`src/rtl/tmr_pkg.sv`:
```
package tmr_pkg;
  localparam int CNT_W  = 16;
  localparam int CTL_W  = 10;
  localparam int BUS_W  = 32;
  localparam int N_CH   = 3;
  localparam int PRE_DIV = 8;

  // control bit positions
  localparam int B_HALT    = 0;
  localparam int B_FOLD    = 3;
  localparam int B_IRQ_CMP = 4;
  localparam int B_IRQ_TOP = 5;
  localparam int B_REPEAT  = 6;
  localparam int B_EXT     = 8;
  localparam int B_DIV     = 9;

  typedef logic [CNT_W-1:0] cnt_t;
  typedef logic [CTL_W-1:0] ctl_t;

  typedef enum logic [1:0] {
    SEL_COUNT  = 2'd0,
    SEL_CTL    = 2'd1,
    SEL_CMP    = 2'd2,
    SEL_NONE   = 2'd3
  } reg_sel_e;

  function automatic cnt_t trunc_word(input logic [BUS_W-1:0] w);
    return w[CNT_W-1:0];
  endfunction

  function automatic cnt_t step_count(input cnt_t cur, input cnt_t cmp, input logic fold);
    cnt_t inc;
    inc = cur + cnt_t'(1);
    return (fold && inc == cmp) ? '0 : inc;
  endfunction

  function automatic logic [15:0] pack_ctl(input ctl_t ctl, input logic any_ev,
                                           input logic cmp_ev, input logic top_ev);
    return {3'b000, top_ev, cmp_ev, any_ev, ctl};
  endfunction
endpackage

```
`src/rtl/tmr_prescale.sv`:
```
module tmr_prescale #(
  parameter int DIV = 8
) (
  input  logic clk,
  input  logic rst_n,
  output logic tick_o
);
  localparam int PW = (DIV > 1) ? $clog2(DIV) : 1;
  localparam logic [PW-1:0] LAST = PW'(DIV - 1);

  logic [PW-1:0] phase_q;

  always_ff @(posedge clk) begin
    if (!rst_n) phase_q <= '0;
    else if (phase_q == LAST) phase_q <= '0;
    else phase_q <= phase_q + 1'b1;
  end

  assign tick_o = (phase_q == LAST);
endmodule

```
`src/rtl/tmr_channel.sv`:
```
module tmr_channel
  import tmr_pkg::*;
#(
  parameter int CH_IDX = 0
) (
  input  logic clk,
  input  logic rst_n,
  input  logic ext_tick,
  input  logic div_tick,
  input  logic count_wr,
  input  logic ctl_wr,
  input  logic cmp_wr,
  input  logic ctl_rd,
  input  cnt_t wdata,
  output cnt_t count_o,
  output cnt_t cmp_o,
  output logic [15:0] ctl_o,
  output logic irq_o
);
  cnt_t count_q, cmp_q;
  ctl_t ctl_q;
  logic fired_q, st_cmp_q, st_top_q, st_any_q, irq_q;

  // named internal events
  logic tick_en, blk, hit_cmp, hit_top, want_irq, fire_ok;
  cnt_t inc;

  generate
    if (CH_IDX == 2) begin : g_src_div
      assign tick_en = !ctl_q[B_HALT] && (ctl_q[B_DIV] ? div_tick : 1'b1);
    end else begin : g_src_ext
      assign tick_en = ctl_q[B_EXT] ? ext_tick : 1'b1;
    end
  endgenerate

  assign blk      = count_wr | ctl_wr;
  assign inc      = count_q + cnt_t'(1);
  assign hit_cmp  = tick_en && !blk && (inc == cmp_q);
  assign hit_top  = tick_en && !blk && (inc == '1);
  assign want_irq = (hit_cmp && ctl_q[B_IRQ_CMP]) || (hit_top && ctl_q[B_IRQ_TOP]);
  assign fire_ok  = want_irq && (ctl_q[B_REPEAT] || !fired_q);

  always_ff @(posedge clk) begin
    if (!rst_n) begin
      count_q  <= '0;
      cmp_q    <= '0;
      ctl_q    <= '0;
      fired_q  <= 1'b0;
      st_cmp_q <= 1'b0;
      st_top_q <= 1'b0;
      st_any_q <= 1'b0;
      irq_q    <= 1'b0;
    end else begin
      irq_q <= fire_ok;
      if (ctl_wr) begin
        ctl_q    <= wdata[CTL_W-1:0];
        count_q  <= '0;
        fired_q  <= 1'b0;
        st_cmp_q <= 1'b0;
        st_top_q <= 1'b0;
        st_any_q <= 1'b0;
      end else begin
        if (count_wr)     count_q <= wdata;
        else if (tick_en) count_q <= step_count(count_q, cmp_q, ctl_q[B_FOLD]);
        if (fire_ok) fired_q <= 1'b1;
        st_cmp_q <= hit_cmp | (st_cmp_q & ~ctl_rd);
        st_top_q <= hit_top | (st_top_q & ~ctl_rd);
        st_any_q <= st_any_q | hit_cmp | hit_top;
      end
      if (cmp_wr) cmp_q <= wdata;
    end
  end

  assign count_o = count_q;
  assign cmp_o   = cmp_q;
  assign ctl_o   = pack_ctl(ctl_q, st_any_q, st_cmp_q, st_top_q);
  assign irq_o   = irq_q;

  // control write restarts the count
  p_ctl_wr_zero_r8: assert property (@(posedge clk) disable iff (!rst_n)
    ctl_wr |=> (count_o == '0));

  // compare write does not disturb an idle count
  p_cmp_wr_keep_r9: assert property (@(posedge clk) disable iff (!rst_n)
    (cmp_wr && !tick_en) |=> $stable(count_o));

  // fold lands on zero
  p_fold_zero_r2: assert property (@(posedge clk) disable iff (!rst_n)
    (hit_cmp && ctl_q[B_FOLD]) |=> (count_o == '0));

  // one-shot channel that fired stays silent
  p_oneshot_quiet_r5: assert property (@(posedge clk) disable iff (!rst_n)
    (fired_q && !ctl_q[B_REPEAT] && !ctl_wr) |=> !irq_o);

  // read with no event clears the flags
  p_rd_clear_r6: assert property (@(posedge clk) disable iff (!rst_n)
    (ctl_rd && !hit_cmp && !hit_top) |=> (!ctl_o[11] && !ctl_o[12]));

  generate
    if (CH_IDX == 2) begin : g_halt_chk
      // stop bit freezes the count
      p_halt_freeze_r11: assert property (@(posedge clk) disable iff (!rst_n)
        (ctl_q[B_HALT] && !count_wr && !ctl_wr) |=> $stable(count_o));
    end
  endgenerate
endmodule

```
`src/rtl/tmr_unit.sv`:
```
module tmr_unit
  import tmr_pkg::*;
(
  input  logic              clk,
  input  logic              rst_n,
  input  logic              pix_tick,
  input  logic              hsync_tick,
  input  logic              reg_wr,
  input  logic              reg_rd,
  input  logic [1:0]        reg_chan,
  input  logic [1:0]        reg_sel,
  input  logic [BUS_W-1:0]  reg_wdata,
  output logic [15:0]       reg_rdata,
  output logic [N_CH-1:0]   irq_out
);
  logic div_tick;
  logic [N_CH-1:0] ext_vec;
  cnt_t wword;
  cnt_t        cnt_a [N_CH];
  cnt_t        cmp_a [N_CH];
  logic [15:0] ctl_a [N_CH];

  assign ext_vec = {1'b0, hsync_tick, pix_tick};
  assign wword   = trunc_word(reg_wdata);

  tmr_prescale #(.DIV(PRE_DIV)) u_pre (
    .clk(clk), .rst_n(rst_n), .tick_o(div_tick)
  );

  generate
    for (genvar g = 0; g < N_CH; g++) begin : g_ch
      logic hit_me;
      assign hit_me = (reg_chan == 2'(g));
      tmr_channel #(.CH_IDX(g)) u_ch (
        .clk      (clk),
        .rst_n    (rst_n),
        .ext_tick (ext_vec[g]),
        .div_tick (div_tick),
        .count_wr (reg_wr && hit_me && reg_sel == SEL_COUNT),
        .ctl_wr   (reg_wr && hit_me && reg_sel == SEL_CTL),
        .cmp_wr   (reg_wr && hit_me && reg_sel == SEL_CMP),
        .ctl_rd   (reg_rd && hit_me && reg_sel == SEL_CTL),
        .wdata    (wword),
        .count_o  (cnt_a[g]),
        .cmp_o    (cmp_a[g]),
        .ctl_o    (ctl_a[g]),
        .irq_o    (irq_out[g])
      );
    end
  endgenerate

  always_comb begin
    reg_rdata = '0;
    for (int k = 0; k < N_CH; k++) begin
      if (reg_chan == 2'(k)) begin
        case (reg_sel)
          SEL_COUNT: reg_rdata = cnt_a[k];
          SEL_CTL:   reg_rdata = ctl_a[k];
          SEL_CMP:   reg_rdata = cmp_a[k];
          default:   reg_rdata = '0;
        endcase
      end
    end
  end
endmodule

```
`config.mk`:
```
export PLATFORM = sky130hd
export DESIGN_NAME = tmr_unit
export DESIGN_NICKNAME = d
export VERILOG_FILES = /design/src/rtl/tmr_pkg.sv /design/src/rtl/tmr_prescale.sv /design/src/rtl/tmr_channel.sv /design/src/rtl/tmr_unit.sv
export SDC_FILE = /design/constraint.sdc
export NUM_CORES = 1
export LEC_CHECK = 0
export BUFFER_PORTS_ARGS = -buffer_cell sky130_fd_sc_hd__buf_2
export CORE_ASPECT_RATIO = 1.5
export CORE_MARGIN = 2
export CORE_UTILIZATION = 30
export DETAILED_ROUTE_END_ITERATION = 12
export PLACE_DENSITY = 0.57
export SYNTH_ARGS = -nofsm -noshare
export SYNTH_HDL_FRONTEND = slang
export SYNTH_HIERARCHICAL = 1
export SYNTH_SLANG_ARGS = --single-unit
export TNS_END_PERCENT = 100
```
`constraint.sdc`:
```
create_clock -name clk -period 3.16 [get_ports clk]
set_input_delay 0.316 -clock clk [delete_from_list [all_inputs] [get_ports clk]]
set_output_delay 0.316 -clock clk [all_outputs]
set_load 0.02 [all_outputs]
```
Word level (Yosys, flattened, before mapping)
Index checks and enable logic that the tools add are counted.
W data, S select, Z words.
{"block": "word_totals", "rom_bits": 0, "latchBits": 0, "input_bits": 42, "wordCells": 145, "ff_bits": 144, "mem_count": 0, "ramBits": 0}
{"block": "op_classes", "muxes": 18, "n_div": 0, "multipliers": 0, "bitwise_logic": 25, "add_sub_neg": 4, "n_lt_le_gt_ge": 0, "reduce_logical": 62, "shifts": 0, "n_eq_ne": 11}
{"op": "$mux W16", "count": 12}
{"op": "$pmux W16 S3", "count": 3}
{"op": "$add A16 B1 Y16 const B", "count": 3}
{"op": "$eq A16 B16 Y1", "count": 3}
{"op": "$eq A16 B16 Y1 const B", "count": 3}
{"op": "$logic_and A1 B1 Y1", "count": 40}
{"op": "$or A1 B1 Y1", "count": 15}
{"op": "$reduce_or A2 Y1", "count": 4}
{"op": "$logic_not A1 Y1", "count": 7}
{"op": "$and A1 B1 Y1", "count": 6}
{"op": "$logic_or A1 B1 Y1", "count": 6}
{"op": "$reduce_bool A2 Y1", "count": 3}
{"op": "$eq A2 B1 Y1 const B", "count": 2}
{"op": "$eq A2 B2 Y1 const B", "count": 2}
{"op": "$logic_not A2 Y1", "count": 2}
{"op": "$not A1 Y1", "count": 4}
{"op": "$add A3 B1 Y3 const B", "count": 1}
{"op": "$eq A3 B3 Y1 const B", "count": 1}
{"op": "$mux W1", "count": 3}

Depth between registers and ports, before layout
{"block": "depth", "depth_word": 10, "depth_mapped": 11}

Hierarchy
Netlist, hierarchy kept.
{"module": "tmr_channel (g_ch[2].u_ch)", "area_each_um2": 3188.1, "seq_area_each_um2": 940.9, "cells_each": 350, "n_inst": 1}
{"module": "tmr_channel (g_ch[1].u_ch)", "area_each_um2": 3140.5, "seq_area_each_um2": 940.9, "cells_each": 376, "n_inst": 1}
{"module": "tmr_channel (g_ch[0].u_ch)", "area_each_um2": 2900.3, "seq_area_each_um2": 940.9, "cells_each": 348, "n_inst": 1}
{"module": "tmr_unit", "area_each_um2": 1711.6, "seq_area_each_um2": 0.0, "cells_each": 245, "n_inst": 1}
{"module": "tmr_prescale", "area_each_um2": 115.1, "seq_area_each_um2": 60.1, "cells_each": 8, "n_inst": 1}

Worst setup path before layout
OpenSTA, ideal clock, no wires.
{"block": "synth_timing", "path_type": "flip-flop to flip-flop", "startpoint": "register g_ch[1].u_ch.count_q[6]", "endpoint": "register g_ch[1].u_ch.count_q[14]", "synth_period_minus_slack_ps": 3143, "slack_ps": 17, "t_arrival_ps": 3021, "required_time_ps": 3038, "path_stages_with_launch": 10, "path_cell_list": "dfxtp_1 buf_2 nand3_2 or4_1 xnor2_1 or4_1 or4_4 buf_6 and3_4 a221o_1"}
{"block": "synth_via", "elab_chain_len": 6}
{"element": "from (decl)", "line": "tmr_channel.sv:20", "rtl": "cnt_t count_q, cmp_q;"}
{"element": "from (signal assigned)", "line": "tmr_channel.sv:63", "rtl": "if (count_wr) count_q <= wdata;"}
{"element": "from (signal assigned)", "line": "tmr_channel.sv:64", "rtl": "else if (tick_en) count_q <= step_count(count_q, cmp_q, ctl_q[B_FOLD]);"}
{"element": "$add A16 B1 Y16 *", "line": "tmr_pkg.sv:33", "rtl": "inc = cur + cnt_t'(1);"}
{"element": "$eq A16 B16 Y1", "line": "tmr_pkg.sv:34", "rtl": "return (fold && inc == cmp) ? '0 : inc;"}
{"element": "$logic_and A1 B1 Y1", "line": "tmr_pkg.sv:34"}
{"element": "$mux W16 *", "line": "tmr_pkg.sv:34"}
{"element": "$mux W16 *", "line": "tmr_channel.sv:64"}
{"element": "$mux W16 *", "line": "tmr_channel.sv:63"}
Every way passes the cells marked *; elsewhere a longest branch is shown, timed or not. The select of a mux whose other input is x is not followed.
A chain may end at the register's enable or synchronous reset.

Worst setup path after layout
{"block": "layout_timing", "startpoint": "register g_ch[0].u_ch.count_q[0]", "endpoint": "register g_ch[0].u_ch.irq_q"}
{"block": "layout_via", "elab_chain_len": 6, "elab_cells_between_ends": 9, "cone_classes": "add/sub: 1; eq/ne: 2; reduce/logical: 6"}
{"element": "from (decl)", "line": "tmr_channel.sv:20"}
{"element": "from (signal assigned)", "line": "tmr_channel.sv:63"}
{"element": "from (signal assigned)", "line": "tmr_channel.sv:64"}
{"element": "$add A16 B1 Y16 *", "line": "tmr_channel.sv:37", "rtl": "assign inc = count_q + cnt_t'(1);"}
{"element": "$eq A16 B16 Y1 (on tied branches)", "line": "tmr_channel.sv:38, tmr_channel.sv:39"}
{"element": "$logic_and A1 B1 Y1 (on tied branches)", "line": "tmr_channel.sv:38, tmr_channel.sv:39"}
{"element": "$logic_and A1 B1 Y1", "line": "tmr_channel.sv:40", "rtl": "assign want_irq = (hit_cmp && ctl_q[B_IRQ_CMP]) || (hit_top && ctl_q[B_IRQ_TOP]);"}
{"element": "$logic_or A1 B1 Y1 *", "line": "tmr_channel.sv:40"}
{"element": "$logic_and A1 B1 Y1 *", "line": "tmr_channel.sv:41", "rtl": "assign fire_ok = want_irq && (ctl_q[B_REPEAT] || !fired_q);"}
{"element": "to (signal assigned)", "line": "tmr_channel.sv:54", "rtl": "irq_q <= fire_ok;"}
{"element": "to (decl)", "line": "tmr_channel.sv:22", "rtl": "logic fired_q, st_cmp_q, st_top_q, st_any_q, irq_q;"}
Every way passes the cells marked *; elsewhere a longest branch is shown, timed or not.

==> impl_metrics.csv <==
group,metric,value,unit
timing,finalHoldViolCount,0,
drt,wl_per_cell,21.9,um
drt,drc,0,
drt,ant_nets,0,
floorplanning,num_io_pins,61,
global_route,antenna_found_initial,1,
drt,drt_wl_total,41.4,mm
timing,setup_viol,0,
synthesis,syn_area,0.0111,mm^2
timing,skew,0.0111,ns
setup_path,r2r_slack,0.09,ns
cells_and_area,layout-drive-gt1-share,0.195,
setup_path,crit_fanout,6,
timing,drv_slew,0,
drt,firstDrtPassIters,7,
placement,dp.cells,1856,
setup_path,cp_top_family,"simple AND/OR/NAND/NOR gates",
timing,fin_crit,3.07,ns
clock_network,cts.clk_slew.worst_paths,0.06,ns
timing,relSlewSlack,0.492,
synthesis,syn_area_per_cell,8.33,um^2
floorplanning,die_area,0.0384,mm^2
cells_and_area,fill_cells,3841,
setup_path,crit_chain,"ha_1 > nand4_1 > or4_4 > mux2i_1 > nand3_1 > nor4_4 > buf_4 > nand2_1 > o22ai_1 > and3_1",
setup_path,slowest_delay,0.60,ns
global_route,overflow,0,
flow_run,cap_violations,0,
global_route,grt_start_max_net_pins,78,
global_route,grt_pass1_vias,10300,
drt,vias,10400,
timing,worst_slack,0.0873,ns
timing,fmaxAchievable,0.325,GHz
drt,routed_via_density,5.52,
min_path,hold_class,"input pin to register",
clock_network,clk_latency,0.46,ns
outcome,outcome,"finished, final reports clean",
drt,drtIter0Drc,874,
cells_and_area,area_delta_synth_final,15.9,%
synthesis,yosys_warnings,6,
global_route,grt_pass1_wl,62.4,mm
clock_network,cts_buffer_depth,2,
pwr,ir_drop,0.000361,V
clock_network,cts_tree,"yes",
setup_path,timing.critical_path.buf_inv,1,
setup_path,crit_arrival,3.46,ns
setup_path,crit_path_start_kind,"register",
floorplanning,num_rows,86,
cells_and_area,instances_no_fill,1889,
cells_and_area,antennaDiodeCount,0,
setup_path,crit_type,"register to register",
timing,worst_pin_slew,0.762,ns
global_route,globalRouteTotalUtil,0.214,
placement,pre_cts_ws,-0.0265,ns
placement,port_buffers,44,
pwr,power.leakage,4.57,nW
floorplanning,die_y,239,um
floorplanning,core,0.0366,mm^2
floorplanning,die_w,161,um
clock_network,cts.htree.levels,4,
timing,period_share,0.972,
floorplanning,initial_core_util,0.302,
setup_path,end_kind,"register",
setup_path,required,3.55,ns
clock_network,cts_inserted_buffers,17,
cells_and_area,layout.nets,1442,
pwr,power_density,387,mW/mm^2
placement,globalplace.congestion,0.964,
clock_network,cts.sinks,144,
setup_path,cp_slowest_cell,"or4_4",
clock_network,root_buffer,"clkbuf_16",
placement,dp_hpwl,31.5,mm
synthesis,synthCells,1326,
==> per-stage QoR <==
stage / TNS [ns] / hold WS [ns] / instance area (um^2) / util / total power, mW
after global routing: -0.00443 / 0.234 / 12800 / 0.350 / 5.12
final: 0 / 0.246 / 12800 / 0.350 / 4.96
after CTS: 0 / 0.223 / 12800 / 0.349 / 4.99
after detailed placement: -0.0265 / 0.436 / 12100 / 0.331 / 2.70
after floorplan: 0 / 0.419 / 11100 / - / 2.43
after global placement: -0.00987 / 0.427 / 12100 / 0.331 / 2.69
==> registers in the layout, indices dropped and copies added, names as in the netlist <==
register,flops
g_ch.u_ch/ctl_q,30
g_ch.u_ch/cmp_o,48
g_ch.u_ch/fired_q,3
g_ch.u_ch/st_any_q,3
u_pre/phase_q,3
g_ch.u_ch/count_o,48
g_ch.u_ch/st_cmp_q,3
g_ch.u_ch/st_top_q,3
g_ch.u_ch/irq_o,3
==> layout by cell type, fill, tap and decap left out, drive strengths merged, types with 41 or more instances in the layout <==
cell and instances:
nand2 62, a21oi 63, nor2b 131, o21ai 79, dfxtp 144, mux2i 115
buf 171, nand3 53, nor2 50, inv 41, nor3 48
==> routing by layer <==
layer	routed length, um	vias up	global-route usage
li1	-	4928	-
met1	16400	5026	0.240
met2	21000	349	0.387
met3	1720	123	0.0324
met4	2270	2	0.118
met5	13	-	0
==> worst paths after layout <==
check                                        from                                    end  cells after the start
min                                 reg_wdata[10]  g_ch[2].u_ch/count_o[10]$_SDFFE_PP0P_                      3
max          g_ch[0].u_ch/count_o[0]$_SDFFE_PP0P_          g_ch[0].u_ch/irq_o$_SDFF_PN0_                     10
min reg2reg           u_pre/phase_q[0]$_SDFF_PP0_            u_pre/phase_q[0]$_SDFF_PP0_                      1
max reg2reg  g_ch[0].u_ch/count_o[0]$_SDFFE_PP0P_          g_ch[0].u_ch/irq_o$_SDFF_PN0_                     10
==> where the power goes <==
| part | leakage [nW] | internal, mW | switching [mW] |
|---|---|---|---|
| sequential | 1.17 | 1.86 | 0.0483 |
| clock | 0.309 | 1.40 | 0.884 |
| combinational | 3.09 | 0.298 | 0.466 |
==> worst register-to-register path, stage by stage, from the launching register on <==
cell and delay [ns]:
dfxtp_1 0.35, ha_1 0.29, nand4_1 0.21, or4_4 0.60, mux2i_1 0.27, nand3_1 0.18
nor4_4 0.29, buf_4 0.19, nand2_1 0.16, o22ai_1 0.27, and3_1 0.19
==> layout make-up <==
cell class              count  area (um^2)  area share
clock inverters             9          154      0.0120
clock buffers              23          488      0.0381
multi-input cells        1016         7330       0.572
well taps                 484          606      0.0473
flip-flops and latches    144         2880       0.225
repair buffers            171         1190      0.0928
inverters                  42          158      0.0123
==> timing repair <==
action | in CTS | in global routing
pin swaps | 0 | 2
resized for setup | 1 | 6
hold buffers | 0 | 0
gates cloned | 0 | 0
setup endpoints to repair | 2 | 8
setup buffers | 0 | 1
hold endpoints to repair | 0 | 0
Note: power is estimated with default switching activity, not from simulation.
